`config.mk`:
```
export PLATFORM = sky130hd
export DESIGN_NAME = scl_divider
export DESIGN_NICKNAME = d
export VERILOG_FILES = /design/src/rtl/scl_div_pkg.sv /design/src/rtl/scl_unit_counter.sv /design/src/rtl/scl_phase_gen.sv /design/src/rtl/scl_pair_search.sv /design/src/rtl/scl_divider.sv
export SDC_FILE = /design/constraint.sdc
export NUM_CORES = 1
export LEC_CHECK = 0
export BUFFER_PORTS_ARGS = -buffer_cell sky130_fd_sc_hd__clkbuf_2
export CELL_PAD_IN_SITES_DETAIL_PLACEMENT = 0
export CELL_PAD_IN_SITES_GLOBAL_PLACEMENT = 1
export CORE_AREA = 2 2 224 171
export CTS_CLUSTER_SIZE = 28
export DETAILED_ROUTE_END_ITERATION = 6
export DIE_AREA = 0 0 226 173
export PLACE_DENSITY_LB_ADDON = 0.1
export SLEW_MARGIN = 20
export SYNTH_ARGS = -nofsm -noshare
export SYNTH_HDL_FRONTEND = slang
export SYNTH_SLANG_ARGS = --single-unit
```
`constraint.sdc`:
```
create_clock -name clk -period 18.9 [get_ports clk]
set_input_delay 0.945 -clock clk [delete_from_list [all_inputs] [get_ports clk]]
set_output_delay 0.945 -clock clk [all_outputs]
set_load 0.02 [all_outputs]
```
`src/rtl/scl_div_pkg.sv`:
```
package scl_div_pkg;
    // SCL period in divider units and its split
    localparam int PERIOD_UNITS  = 22;
    localparam int HIGH_UNITS    = 10;
    // Highest bus rate the search accepts
    localparam int FAST_LIMIT_HZ = 400000;

    typedef enum logic [1:0] {
        SRCH_IDLE,
        SRCH_DIVIDE,
        SRCH_PICK
    } srch_state_e;
endpackage

```
`src/rtl/scl_unit_counter.sv`:
```
// Cascaded prescale (A) and main (B) counters; unit is high on the
// cycle both reach their limits while advancing.
module scl_unit_counter #(
    parameter int A_W = 2,
    parameter int B_W = 6
) (
    input  logic           clk,
    input  logic           rst_n,
    input  logic           load,
    input  logic           adv,
    input  logic [A_W-1:0] a_lim,
    input  logic [B_W-1:0] b_lim,
    output logic           unit
);
    typedef struct packed {
        logic [A_W-1:0] ca;
        logic [B_W-1:0] cb;
    } cnt_t;

    cnt_t cnt_d, cnt_q;

    always_comb begin
        cnt_d = cnt_q;
        unit  = 1'b0;
        if (load) begin
            cnt_d = '0;
        end else if (adv) begin
            if (cnt_q.ca == a_lim) begin
                cnt_d.ca = '0;
                if (cnt_q.cb == b_lim) begin
                    cnt_d.cb = '0;
                    unit     = 1'b1;
                end else begin
                    cnt_d.cb = cnt_q.cb + B_W'(1);
                end
            end else begin
                cnt_d.ca = cnt_q.ca + A_W'(1);
            end
        end
    end

    always_ff @(posedge clk or negedge rst_n) begin
        if (!rst_n) cnt_q <= '0;
        else        cnt_q <= cnt_d;
    end
endmodule

```
`src/rtl/scl_phase_gen.sv`:
```
// Counts units through one SCL period and emits the edge strobes.
module scl_phase_gen
    import scl_div_pkg::*;
(
    input  logic clk,
    input  logic rst_n,
    input  logic load,
    input  logic unit,
    output logic fall_tick,
    output logic rise_tick,
    output logic scl_level
);
    localparam int PH_W = $clog2(PERIOD_UNITS);

    typedef struct packed {
        logic [PH_W-1:0] phase;
        logic            scl;
        logic            fall;
        logic            rise;
    } ph_t;

    ph_t st_d, st_q;

    always_comb begin
        st_d      = st_q;
        st_d.fall = 1'b0;
        st_d.rise = 1'b0;
        if (load) begin
            st_d.phase = '0;
            st_d.scl   = 1'b1;
        end else if (unit) begin
            if (st_q.phase == PH_W'(HIGH_UNITS - 1)) begin
                st_d.fall = 1'b1;
                st_d.scl  = 1'b0;
            end
            if (st_q.phase == PH_W'(PERIOD_UNITS - 1)) begin
                st_d.rise  = 1'b1;
                st_d.scl   = 1'b1;
                st_d.phase = '0;
            end else begin
                st_d.phase = st_q.phase + PH_W'(1);
            end
        end
    end

    always_ff @(posedge clk or negedge rst_n) begin
        if (!rst_n) st_q <= '{phase: '0, scl: 1'b1, fall: 1'b0, rise: 1'b0};
        else        st_q <= st_d;
    end

    assign fall_tick = st_q.fall;
    assign rise_tick = st_q.rise;
    assign scl_level = st_q.scl;
endmodule

```
`src/rtl/scl_pair_search.sv`:
```
// Bit-serial division of fin by 22*fscl, then a parallel pick over A.
module scl_pair_search
    import scl_div_pkg::*;
#(
    parameter int A_W    = 2,
    parameter int B_W    = 6,
    parameter int FREQ_W = 32
) (
    input  logic              clk,
    input  logic              rst_n,
    input  logic              start,
    input  logic [FREQ_W-1:0] fin_hz,
    input  logic [FREQ_W-1:0] fscl_hz,
    output logic              done,
    output logic              err,
    output logic [A_W-1:0]    div_a,
    output logic [B_W-1:0]    div_b
);
    localparam int DW   = FREQ_W + 5;
    localparam int CW   = $clog2(FREQ_W);
    localparam int KW   = A_W + B_W + 1;
    localparam int PW   = KW + A_W + 1;
    localparam int NA   = 2 ** A_W;
    localparam int MAXP = 2 ** (A_W + B_W);

    typedef struct packed {
        srch_state_e       st;
        logic [CW-1:0]     cnt;
        logic [FREQ_W-1:0] num;
        logic [DW-1:0]     den;
        logic [DW-1:0]     rem;
        logic [FREQ_W-1:0] quo;
        logic              too_fast;
        logic              done;
        logic              err;
        logic [A_W-1:0]    a;
        logic [B_W-1:0]    b;
    } srch_t;

    srch_t s_d, s_q;

    logic [DW:0]       trial;
    logic [FREQ_W-1:0] k_full;
    logic [KW-1:0]     kk;
    logic              out_range;
    logic [KW-1:0]     bp1  [NA];
    logic [PW-1:0]     prod [NA];
    logic [NA-1:0]     ok;
    logic              found;
    logic [PW-1:0]     bestp;

    assign trial     = {s_q.rem, s_q.num[FREQ_W-1]};
    assign k_full    = s_q.quo + FREQ_W'(s_q.rem != '0);
    assign kk        = KW'(k_full);
    assign out_range = (s_q.quo == '0) || (s_q.quo > FREQ_W'(MAXP));

    for (genvar i = 0; i < NA; i++) begin : g_cand
        localparam int DIVV = i + 1;
        assign bp1[i]  = (kk + KW'(i)) / KW'(DIVV);
        assign prod[i] = PW'(bp1[i]) * PW'(DIVV);
        assign ok[i]   = (bp1[i] <= KW'(2 ** B_W));
    end

    always_comb begin
        s_d      = s_q;
        s_d.done = 1'b0;
        found    = 1'b0;
        bestp    = '0;
        case (s_q.st)
            SRCH_IDLE: begin
                if (start) begin
                    s_d.st       = SRCH_DIVIDE;
                    s_d.cnt      = '0;
                    s_d.num      = fin_hz;
                    s_d.den      = DW'(fscl_hz) * DW'(22);
                    s_d.rem      = '0;
                    s_d.quo      = '0;
                    s_d.too_fast = (fscl_hz == '0) || (fscl_hz > FREQ_W'(FAST_LIMIT_HZ));
                end
            end
            SRCH_DIVIDE: begin
                if (trial >= {1'b0, s_q.den}) begin
                    s_d.rem = DW'(trial - {1'b0, s_q.den});
                    s_d.quo = {s_q.quo[FREQ_W-2:0], 1'b1};
                end else begin
                    s_d.rem = DW'(trial);
                    s_d.quo = {s_q.quo[FREQ_W-2:0], 1'b0};
                end
                s_d.num = {s_q.num[FREQ_W-2:0], 1'b0};
                s_d.cnt = s_q.cnt + CW'(1);
                if (s_q.cnt == CW'(FREQ_W - 1)) s_d.st = SRCH_PICK;
            end
            SRCH_PICK: begin
                s_d.done = 1'b1;
                s_d.st   = SRCH_IDLE;
                s_d.a    = '0;
                s_d.b    = '0;
                for (int i = 0; i < NA; i++) begin
                    if (ok[i] && (!found || prod[i] < bestp)) begin
                        found = 1'b1;
                        bestp = prod[i];
                        s_d.a = A_W'(i);
                        s_d.b = B_W'(bp1[i] - KW'(1));
                    end
                end
                s_d.err = s_q.too_fast || out_range || !found;
                if (s_d.err) begin
                    s_d.a = '0;
                    s_d.b = '0;
                end
            end
            default: s_d.st = SRCH_IDLE;
        endcase
    end

    always_ff @(posedge clk or negedge rst_n) begin
        if (!rst_n) begin
            s_q    <= '0;
            s_q.st <= SRCH_IDLE;
        end else begin
            s_q <= s_d;
        end
    end

    assign done  = s_q.done;
    assign err   = s_q.err;
    assign div_a = s_q.a;
    assign div_b = s_q.b;
endmodule

```
`src/rtl/scl_divider.sv`:
```
module scl_divider #(
    parameter int A_W    = 2,
    parameter int B_W    = 6,
    parameter int FREQ_W = 32
) (
    input  logic              clk,
    input  logic              rst_n,
    input  logic              cfg_wr,
    input  logic [A_W+B_W-1:0] cfg_field,
    input  logic              run,
    input  logic              stretch,
    output logic              fall_tick,
    output logic              rise_tick,
    output logic              scl_level,
    input  logic              calc_start,
    input  logic [FREQ_W-1:0] calc_fin_hz,
    input  logic [FREQ_W-1:0] calc_fscl_hz,
    output logic              calc_done,
    output logic              calc_err,
    output logic [A_W-1:0]    calc_div_a,
    output logic [B_W-1:0]    calc_div_b
);
    typedef struct packed {
        logic [A_W-1:0] a;
        logic [B_W-1:0] b;
    } field_t;

    field_t fld_d, fld_q;
    logic   adv;
    logic   unit;

    always_comb begin
        fld_d = fld_q;
        if (cfg_wr) begin
            fld_d.a = cfg_field[A_W+B_W-1:B_W];
            fld_d.b = cfg_field[B_W-1:0];
        end
    end

    always_ff @(posedge clk or negedge rst_n) begin
        if (!rst_n) fld_q <= '0;
        else        fld_q <= fld_d;
    end

    assign adv = run && !stretch && !cfg_wr;

    scl_unit_counter #(.A_W(A_W), .B_W(B_W)) u_unit (
        .clk   (clk),
        .rst_n (rst_n),
        .load  (cfg_wr),
        .adv   (adv),
        .a_lim (fld_q.a),
        .b_lim (fld_q.b),
        .unit  (unit)
    );

    scl_phase_gen u_phase (
        .clk       (clk),
        .rst_n     (rst_n),
        .load      (cfg_wr),
        .unit      (unit),
        .fall_tick (fall_tick),
        .rise_tick (rise_tick),
        .scl_level (scl_level)
    );

    scl_pair_search #(.A_W(A_W), .B_W(B_W), .FREQ_W(FREQ_W)) u_search (
        .clk     (clk),
        .rst_n   (rst_n),
        .start   (calc_start),
        .fin_hz  (calc_fin_hz),
        .fscl_hz (calc_fscl_hz),
        .done    (calc_done),
        .err     (calc_err),
        .div_a   (calc_div_a),
        .div_b   (calc_div_b)
    );
endmodule

```
## Word-level counts from Yosys, hierarchy flattened

Index checks and enable logic that the tools add are counted.

| word-level totals | value |
|---|---|
| register bits | 179 |
| bits of input ports | 78 |
| output and inout bits | 13 |
| logic and storage cells | 128 |

| operators by class | value |
|---|---|
| add/subtract/negate cells | 13 |
| $mul | 2 |
| div/mod/pow operators | 1 |
| magnitude comparators | 10 |
| equal/unequal tests | 9 |
| multiplexer cells | 42 |
| reduce and logical (&&, ||, !) cells | 32 |

Operators with widths:

| kind | count |
|---|---|
| $mux 146 | 1 |
| $pmux 69 s2 | 1 |
| $pmux 37 s2 | 1 |
| $mux 69 | 1 |
| $logic_not 32->1 | 2 |
| $mux 12 | 5 |
| $mux 8 | 6 |
| $ge 38x37->1 | 1 |
| $reduce_bool 37->1 | 1 |
| $sub 37x37->37 | 1 |
| $mul 32x4->36 const B | 1 |
| $gt 32x19->1 const B | 1 |
| $gt 32x9->1 const B | 1 |
| $lt 9x12->1 | 2 |
| $mux 6 | 4 |
| $sub 6x1->6 const B | 4 |
| $add 9x2->9 const B | 2 |
| $le 9x7->1 const B | 2 |
| $mux 1 | 14 |
| $lt 11x12->1 | 1 |
| $mul 9x2->11 const B | 1 |
| $add 5x1->5 const B | 2 |
| $eq 5x5->1 const B | 2 |
| $mux 10 | 1 |
| 26 further kinds | 51 |

## Depth between registers and ports, before layout

Gate-level depths: netlist of run 1.

| logic depth | value |
|---|---|
| word-level depth | 24 |
| gate-level depth with buffers | 69 |
| mapped depth without buffers | 62 |

## Hierarchy

Synthesis of run 1 repeated with hierarchy kept, for this count alone.

| unflattened totals | value |
|---|---|
| cell total of the unflattened synthesis | 2005 |
| area total of the unflattened synthesis | 16793.6 um2 |

Modules (own cells, without submodules):

| module | instances | cells an instance | area an instance (um2) | sequential area each (um2) |
|---|---|---|---|---|
| scl_pair_search | 1 | 1892 | 15468.6 | 3878.7 |
| scl_unit_counter | 1 | 56 | 579.3 | 200.2 |
| scl_phase_gen | 1 | 39 | 406.6 | 201.4 |
| scl_divider | 1 | 18 | 339.1 | 200.2 |

## Worst setup path before layout of run 1

OpenSTA, ideal clock, no wires.

| path | value |
|---|---|
| kind | register -> register |
| start point | reg u_search.s_q[65] in the netlist's numbering |
| end point | reg u_search.s_q (netlist bit u_search.div_b[3]) |
| setup time | 0.082 ns |
| arrival time | 12.514 ns |
| data required time | 18.818 ns |
| slack | 6.305 ns |
| cell stages (with the launch flop) | 66 |
| buffers on the path | 6 |
| clock period less this slack | 12.595 ns |
| cells stage by stage | dfrtp_1 -> nor4_1 -> nand4_1 -> nor2_1 -> nand3_1 -> ha_1 -> ha_1 -> buf_4 -> xor2_1 -> ha_1 -> clkbuf_1 -> nand2_1 -> mux2_2 -> o21ai_1 -> nand2_1 -> inv_1 -> ha_1 -> clkbuf_1 -> [30 not listed] -> ha_1 -> and3_1 -> nand3_1 -> a22oi_1 -> a21boi_0 -> a21o_4 -> clkbuf_1 -> o21ai_1 -> ha_1 -> and4_1 -> nand3_1 -> nor4b_1 -> o21ai_0 -> nand2_1 -> a41oi_1 -> buf_2 -> a22o_1 -> a31oi_1 |

| between the ends | value |
|---|---|
| word-level cells in the longest chain between the ends | 23 |
| elaborated cells on any way between the ends | 48 |
| classes of those cells | add/sub (8); mul (1); div (1); order compare (7); mux (19); reduce/logical (12) |

RTL lines:

| element | line | source |
|---|---|---|
| start, declared | scl_pair_search.sv:40 | `srch_t s_d, s_q;` |
| $reduce_bool 37->1 (*) | scl_pair_search.sv:53 | `assign k_full = s_q.quo + FREQ_W'(s_q.rem != '0);` |
| $add 9x1->9 (*) | scl_pair_search.sv:53 |  |
| parallel branches: the longest is 20 deep, another holds $lt 11x12->1 | n/a |  |
| $mux 8 (*) | scl_pair_search.sv:107 | `if (s_d.err) begin` |

Every way passes the cells marked *. The select of a mux whose other input is x is not followed.
A chain may end at the register's enable or synchronous reset.

## Worst setup path after layout of run 1

| path | value |
|---|---|
| start point | reg u_search.s_q[73] in the netlist's numbering |
| end point | reg u_search.s_q (netlist bit u_search.div_b[0]) |

The elaborated chain is that of the path after synthesis.

==> results of run 1 <==
## final timing paths
check / endpoint / slack (ns) / startpoint / cells after the start
max reg2reg: u_search.div_b[0] / 3.26 / u_search.s_q[73] / 60
max: u_search.div_b[0] / 3.26 / u_search.s_q[73] / 60
max in group asynchronous: u_search.div_a[1] / 16.51 / rst_n / 3
min: u_search.s_q[87] / 0.48 / u_search.s_q[87] / 2
min reg2reg: u_search.s_q[87] / 0.48 / u_search.s_q[87] / 2
min in group asynchronous: u_phase.rise_tick / 0.51 / rst_n / 1
## worst register-to-register path: cells and delay by family (launching register included)
kind                     cells  cell delay, ns
XOR/XNOR                     4            1.64
AO/OA/AOI/OAI               20            5.68
AND/OR/NAND/NOR             21            3.46
multiplexers                 2            0.70
adder cells (fa/ha/maj)      9            3.00
flip-flops                   1            0.41
buffers and inverters        4            0.64
## state kept, by name, summed over array words and instances, names as in the netlist
register / flops
u_search.err: 1
u_unit.cnt_q: 8
u_phase.st_q: 5
u_phase.fall_tick: 1
u_search.done: 1
u_search.div_b: 6
u_phase.scl_level: 1
u_search.s_q: 145
u_phase.rise_tick: 1
u_search.div_a: 2
fld_q: 8
## kinds of logic (layout without fill, tap and decap cells)
family | Yosys count | count (layout) | share of synthesized area [%]
AO/OA/AOI/OAI | 593 | 593 | 23.2
flip-flops | 179 | 179 | 26.7
AND/OR/NAND/NOR | 568 | 568 | 17.0
adder cells (fa/ha/maj) | 199 | 199 | 16.2
XOR/XNOR | 116 | 116 | 6.21
multiplexers | 46 | 46 | 2.85
buffers and inverters | 331 | 384 | 7.79
other | 1 | 3 | 0.0223
## cells in the final DEF, fill, tap and decap left out, types with 13 or more instances in the layout
| cell | instances |
|---|---|
| ha_1 | 168 |
| or3_1 | 13 |
| nor2b_1 | 47 |
| xor2_1 | 42 |
| a22oi_1 | 35 |
| o21ai_0 | 181 |
| nor3_1 | 44 |
| o21bai_1 | 15 |
| dfrtp_1 | 178 |
| nand4_1 | 21 |
| nand2_1 | 185 |
| nor2_1 | 90 |
| mux2i_1 | 35 |
| nor4_1 | 28 |
| a211oi_1 | 16 |
| a22o_1 | 33 |
| nand3_1 | 45 |
| a21oi_1 | 130 |
| and3_1 | 19 |
| clkbuf_16 | 17 |
| xnor2_1 | 72 |
| clkbuf_2 | 89 |
| a21o_1 | 32 |
| buf_4 | 18 |
| fa_1 | 31 |
| nand2b_1 | 15 |
| inv_1 | 241 |
| a31oi_1 | 21 |
## Yosys cell counts (5+ instances only)
cell / count / area [sq um]
xor2_1: 42 / 368
a22oi_1: 35 / 263
a32oi_1: 7 / 61.3
or3_1: 13 / 81.3
xnor2_1: 72 / 631
nand3_1: 45 / 225
inv_1: 241 / 905
mux2_2: 10 / 113
a31oi_1: 21 / 131
o21bai_1: 16 / 120
nor3_1: 44 / 220
ha_1: 168 / 2100
nor2b_1: 49 / 307
nand4_1: 21 / 131
buf_2: 8 / 40.0
nor2_1: 90 / 338
o21ai_0: 181 / 906
and2_1: 11 / 68.8
o211ai_1: 10 / 75.1
and3_1: 19 / 119
buf_4: 11 / 82.6
mux2i_1: 35 / 350
o21a_1: 10 / 75.1
nand2b_1: 16 / 100
fa_1: 31 / 621
dfrtp_1: 178 / 4450
a211oi_1: 16 / 120
nor4_1: 28 / 175
nand2_1: 185 / 694
a21boi_0: 12 / 90.1
or2_2: 9 / 56.3
a21o_1: 32 / 240
a22o_1: 33 / 289
o31ai_1: 12 / 90.1
o21ai_1: 10 / 50.1
and4_1: 5 / 43.8
clkbuf_1: 62 / 233
o31a_1: 7 / 61.3
a21oi_1: 130 / 651
## cell type report
cell class	count	area, sq um	area share (%)
well taps	504	631	3.45
multi-input cells	1525	11000	60.4
inverters	244	916	5.01
repair buffers	108	592	3.24
clock buffers	17	425	2.33
flip-flops and latches	179	4480	24.5
clock inverters	15	199	1.09
## metal layers
| layer | routed length (um) | GRT usage [%] | share of wire (%) |
|---|---|---|---|
| met1 | 22600 | 35.0 | 54 |
| met2 | 17300 | 31.5 | 41 |
| met3 | 1720 | 3.08 | 4.1 |
| met4 | 414 | 3.86 | 0.99 |
| met5 | 0 | 0 | 0 |
## per-stage QoR
stage | hold WS (ns) | area [sq um] | instances | setup WS (ns)
6_report | 0.484 | 18300 | 2592 | 3.26
3_3_place_gp | 0.464 | 17700 | 2560 | 4.18
2_1_floorplan | 0.440 | 16800 | 2035 | 6.30
3_5_place_dp | 0.472 | 17700 | 2560 | 3.58
5_1_grt | 0.505 | 18300 | 2592 | 1.86
4_1_cts | 0.490 | 18300 | 2592 | 3.52
==> reports/results.ini, run 1 <==
[outcome]
status=completed

[route]
drt_iter0_markers=1073
num_vias=14400
first_pass_iters=5
wirelength_mm=42.0
ant_nets=0
drc=0
avgViaCountPerCell=5.54
wl_per_cell_um=16.2

[setup_path]
start_kind=register
critPathCaptureType=register
path_class=register to register
max_stage_delay_ns=0.71
critPathMaxFanout=22
cp_common_cell=ha_1
cp.arrival_ns=15.97
critPathSlowestCell=xor2_1
crit_buf_inv=4
worst_ep_required_time_ns=19.23
cpLargestDelayFamily=compound AO/OA/AOI/OAI gates

[cts]
cts.path.max_buffers=2
cts_tree=done
cts_root_buf=clkbuf_16
clkTransAtPathRegs_ns=0.08
postCtsHoldBufs=0
numCtsBuffers=17
cts_setup_buffers=0
clk_latency_ns=0.45
cts_sinks=179
cts.repair.resized=0
cts.htree.levels=4

[global_routing]
first_global_vias=13800
grt.overflow.total=0
grt_max_degree=81
grt_pass1_wl_mm=71.0
grtUsageTotal_pct=22.0
antenna_found_initial=0

[die]
die-area_sq_um=39100
die_w_um=226
start_util_pct=45.8
coreArea_sq_um=36700
io_pins=91
die_h_um=173
rows=61

[yosys]
synth_edf_count=0
ys_warn_count=0
syn_inst=2033
synth-seq-area-share_pct=26.7
synth_area_per_cell_sq_um=8.26
synthArstFlopShare_pct=100
synthDistinctLibCells=104
synth_ff_type=dfrtp_1
ys_ff_latch=179
syn_area_sq_um=16800

[sta]
clock.fmax_ghz=0.0639
tightest_slew_ns=1.00
grt_setup_unrepaired=no
fin_setup_tns_ns=0
fin_crit_sh_pct=82.7
slew_viol_final=0
finalHoldViolations=0
layout_min_cycle_time_ns=15.64
setup_viol=0
slew_headroom_pct=32.5
fin_skew_ns=0.0167

[place]
place.gp.congestion=0.881
hpwlAfterDp_mm=31.9
port_buffers=90

[finish]
diodes=0
fillers=3562
layout.nets=2352
drive_gt1_share_pct=9.43
area_growth_pct=8.88
utilization_pct=49.8

[hold_path]
min_path_type=register to register

[flow_run]
drv_cap=0

Power of run 1 is not shown: default switching activity piles up to over one toggle a cycle in this logic, so the estimate is an artifact.
==> run 2: changes to the inputs <==
==> constraint.sdc (replaced) <==
create_clock -name clk -period 15.4 [get_ports clk]
set_input_delay 0.77 -clock clk [delete_from_list [all_inputs] [get_ports clk]]
set_output_delay 0.77 -clock clk [all_outputs]
set_load 0.02 [all_outputs]
==> run 2 against run 1 <==
Flip-flop and latch count is the same. Final cell count is 0.15% higher. Die area is the same. Global-route usage is essentially flat. Register-to-register slack got worse by 2.1 ns.
==> reports/results.ini, run 2 (synthesized netlist as in run 1, its figures left out) <==
[place]
place.gp.congestion=0.882  ; was 0.881
port_buffers=90  ; unchanged
placed_area_sq_um=17700  ; about the same
hpwlAfterDp_mm=31.8  ; was 31.9 mm

[route]
wirelength_mm=41.5  ; was 42.0 mm
drc=0  ; unchanged
ant_nets=0  ; unchanged
num_vias=14400  ; about the same
avgViaCountPerCell=5.56  ; was 5.54
drt_iter0_markers=1181  ; was 1073
wl_per_cell_um=16.0  ; was 16.2 um
first_pass_iters=5  ; unchanged

[finish]
final_cell_mix=inv_1 (241), nand2_1 (185), o21ai_0 (181), dfrtp_1 (178), ha_1 (168)  ; unchanged
area_growth_pct=9.35  ; was 8.88%
largest_reg_flops=145  ; unchanged
layout.nets=2356  ; was 2352
fillers=3589  ; was 3562
utilization_pct=50.0  ; was 49.8%
top_register=u_search.s_q  ; unchanged
drive_gt1_share_pct=9.80  ; was 9.43%
final_area_sq_um=18400  ; was 18300 sq um
top_regs=u_search.s_q: 145 flops, fld_q: 8 flops, u_unit.cnt_q: 8 flops  ; unchanged
diodes=0  ; unchanged
final_common_cell=inv_1  ; unchanged

[die]
die_w_um=226  ; unchanged
die-area_sq_um=39100  ; unchanged
rows=61  ; unchanged
coreArea_sq_um=36700  ; unchanged
start_util_pct=45.8  ; unchanged
io_pins=91  ; unchanged
die_h_um=173  ; unchanged

[sta]
grt_setup_unrepaired=no  ; unchanged
finalHoldViolations=0  ; unchanged
fin_crit_sh_pct=92.3  ; was 82.7%
slew_viol_final=0  ; unchanged
fin_skew_ns=0.0164  ; was 0.0167 ns
layout_min_cycle_time_ns=14.21  ; was 15.64 ns
setup_viol=0  ; unchanged
clock.fmax_ghz=0.0704  ; was 0.0639 GHz
tightest_slew_ns=0.962  ; was 1.00 ns
holdWs_ns=0.337  ; was 0.484 ns
slew_headroom_pct=35.8  ; was 32.5%
fin_setup_tns_ns=0  ; unchanged

[setup_path]
worst_ep_required_time_ns=15.77  ; was 19.23 ns
cp_common_cell=ha_1  ; unchanged
path_class=register to register  ; unchanged
start_kind=register  ; unchanged
ff2ff_setup_slack_ns=1.19  ; was 3.26 ns
cp.arrival_ns=14.58  ; was 15.97 ns
max_stage_delay_ns=0.56  ; was 0.71 ns
critPathMaxFanout=12  ; was 22
r2r_cells=61  ; was 60
critPathSlowestCell=o31ai_2  ; was xor2_1
critPathCaptureType=register  ; unchanged

[cts]
cts_sinks=179  ; unchanged
cts_tree=done  ; unchanged
cts_root_buf=clkbuf_16  ; unchanged
postCtsHoldBufs=0  ; unchanged
numCtsBuffers=17  ; unchanged
cts.htree.levels=4  ; unchanged
clk_latency_ns=0.45  ; about the same
cts_setup_buffers=0  ; unchanged
clkTransAtPathRegs_ns=0.08  ; about the same
cts.repair.resized=0  ; unchanged
cts.path.max_buffers=2  ; unchanged

[global_routing]
first_global_vias=13800  ; about the same
grt_pass1_wl_mm=71.1  ; was 71.0 mm
grtUsageTotal_pct=22.0  ; about the same
grt.overflow.total=0  ; unchanged
antenna_found_initial=0  ; unchanged
grt_max_degree=80  ; was 81

[hold_path]
min_path_type=input pin to asynchronous set/reset pin  ; was register to register

[outcome]
status=completed  ; unchanged

[flow_run]
drv_cap=0  ; unchanged

[run 2: changes by cell type in the layout (fill, tap and decap cells not counted), sizes merged]
cell	before	now
inv	248	249
clkinv	9	10
buf	19	23
clkinvlp	2	0
[run 2: per-stage QoR]
stage	std cells	worst slack, ns
detailed placement	2564	0.770
global placement	2564	1.44
global route	2596	0.0451
floorplan	2035	2.80
finish	2596	1.19
CTS	2596	0.718
[run 2: cell type report]
class | count | area, sq um | area share, %
Multi-Input combinational cell | 1525 | 11100 | 60.3
Sequential cell | 179 | 4480 | 24.4
Inverter | 244 | 916 | 4.99
Tap cell | 504 | 631 | 3.43
Timing Repair Buffer | 112 | 622 | 3.39
Clock buffer | 17 | 425 | 2.32
Clock inverter | 15 | 214 | 1.16
[run 2: metal layers]
| layer | vias to the layer above | global-route usage [%] | part of all wire (%) |
|---|---|---|---|
| met5 | - | 0 | 0 |
| met4 | 0 | 3.78 | 0.78 |
| met3 | 25 | 3.09 | 4.2 |
| li1 | 7257 | - | - |
| met2 | 266 | 31.7 | 42 |
| met1 | 6884 | 34.7 | 53 |
[run 2: worst max-delay path: cells and delay by family (launching register included)]
family / cells / cell delay, ns
xor gates and xnor gates: 5 / 1.56
and+or+nand+nor: 21 / 3.38
muxes: 2 / 0.68
AOI/OAI and AO/OA: 20 / 4.66
adders and majority gates: 9 / 2.88
buffers and inverters: 4 / 0.55
DFF: 1 / 0.42
[run 2: final timing paths]
kind,from,to
max in group asynchronous,rst_n,u_search.s_q[27]
max,u_search.s_q[47],u_search.div_b[0]
min,rst_n,u_unit.cnt_q[7]
max reg2reg,u_search.s_q[47],u_search.div_b[0]
min reg2reg,u_search.s_q[110],u_search.s_q[110]
min in group clk,u_search.s_q[110],u_search.s_q[110]
Power of run 2 is left out for the same reason.
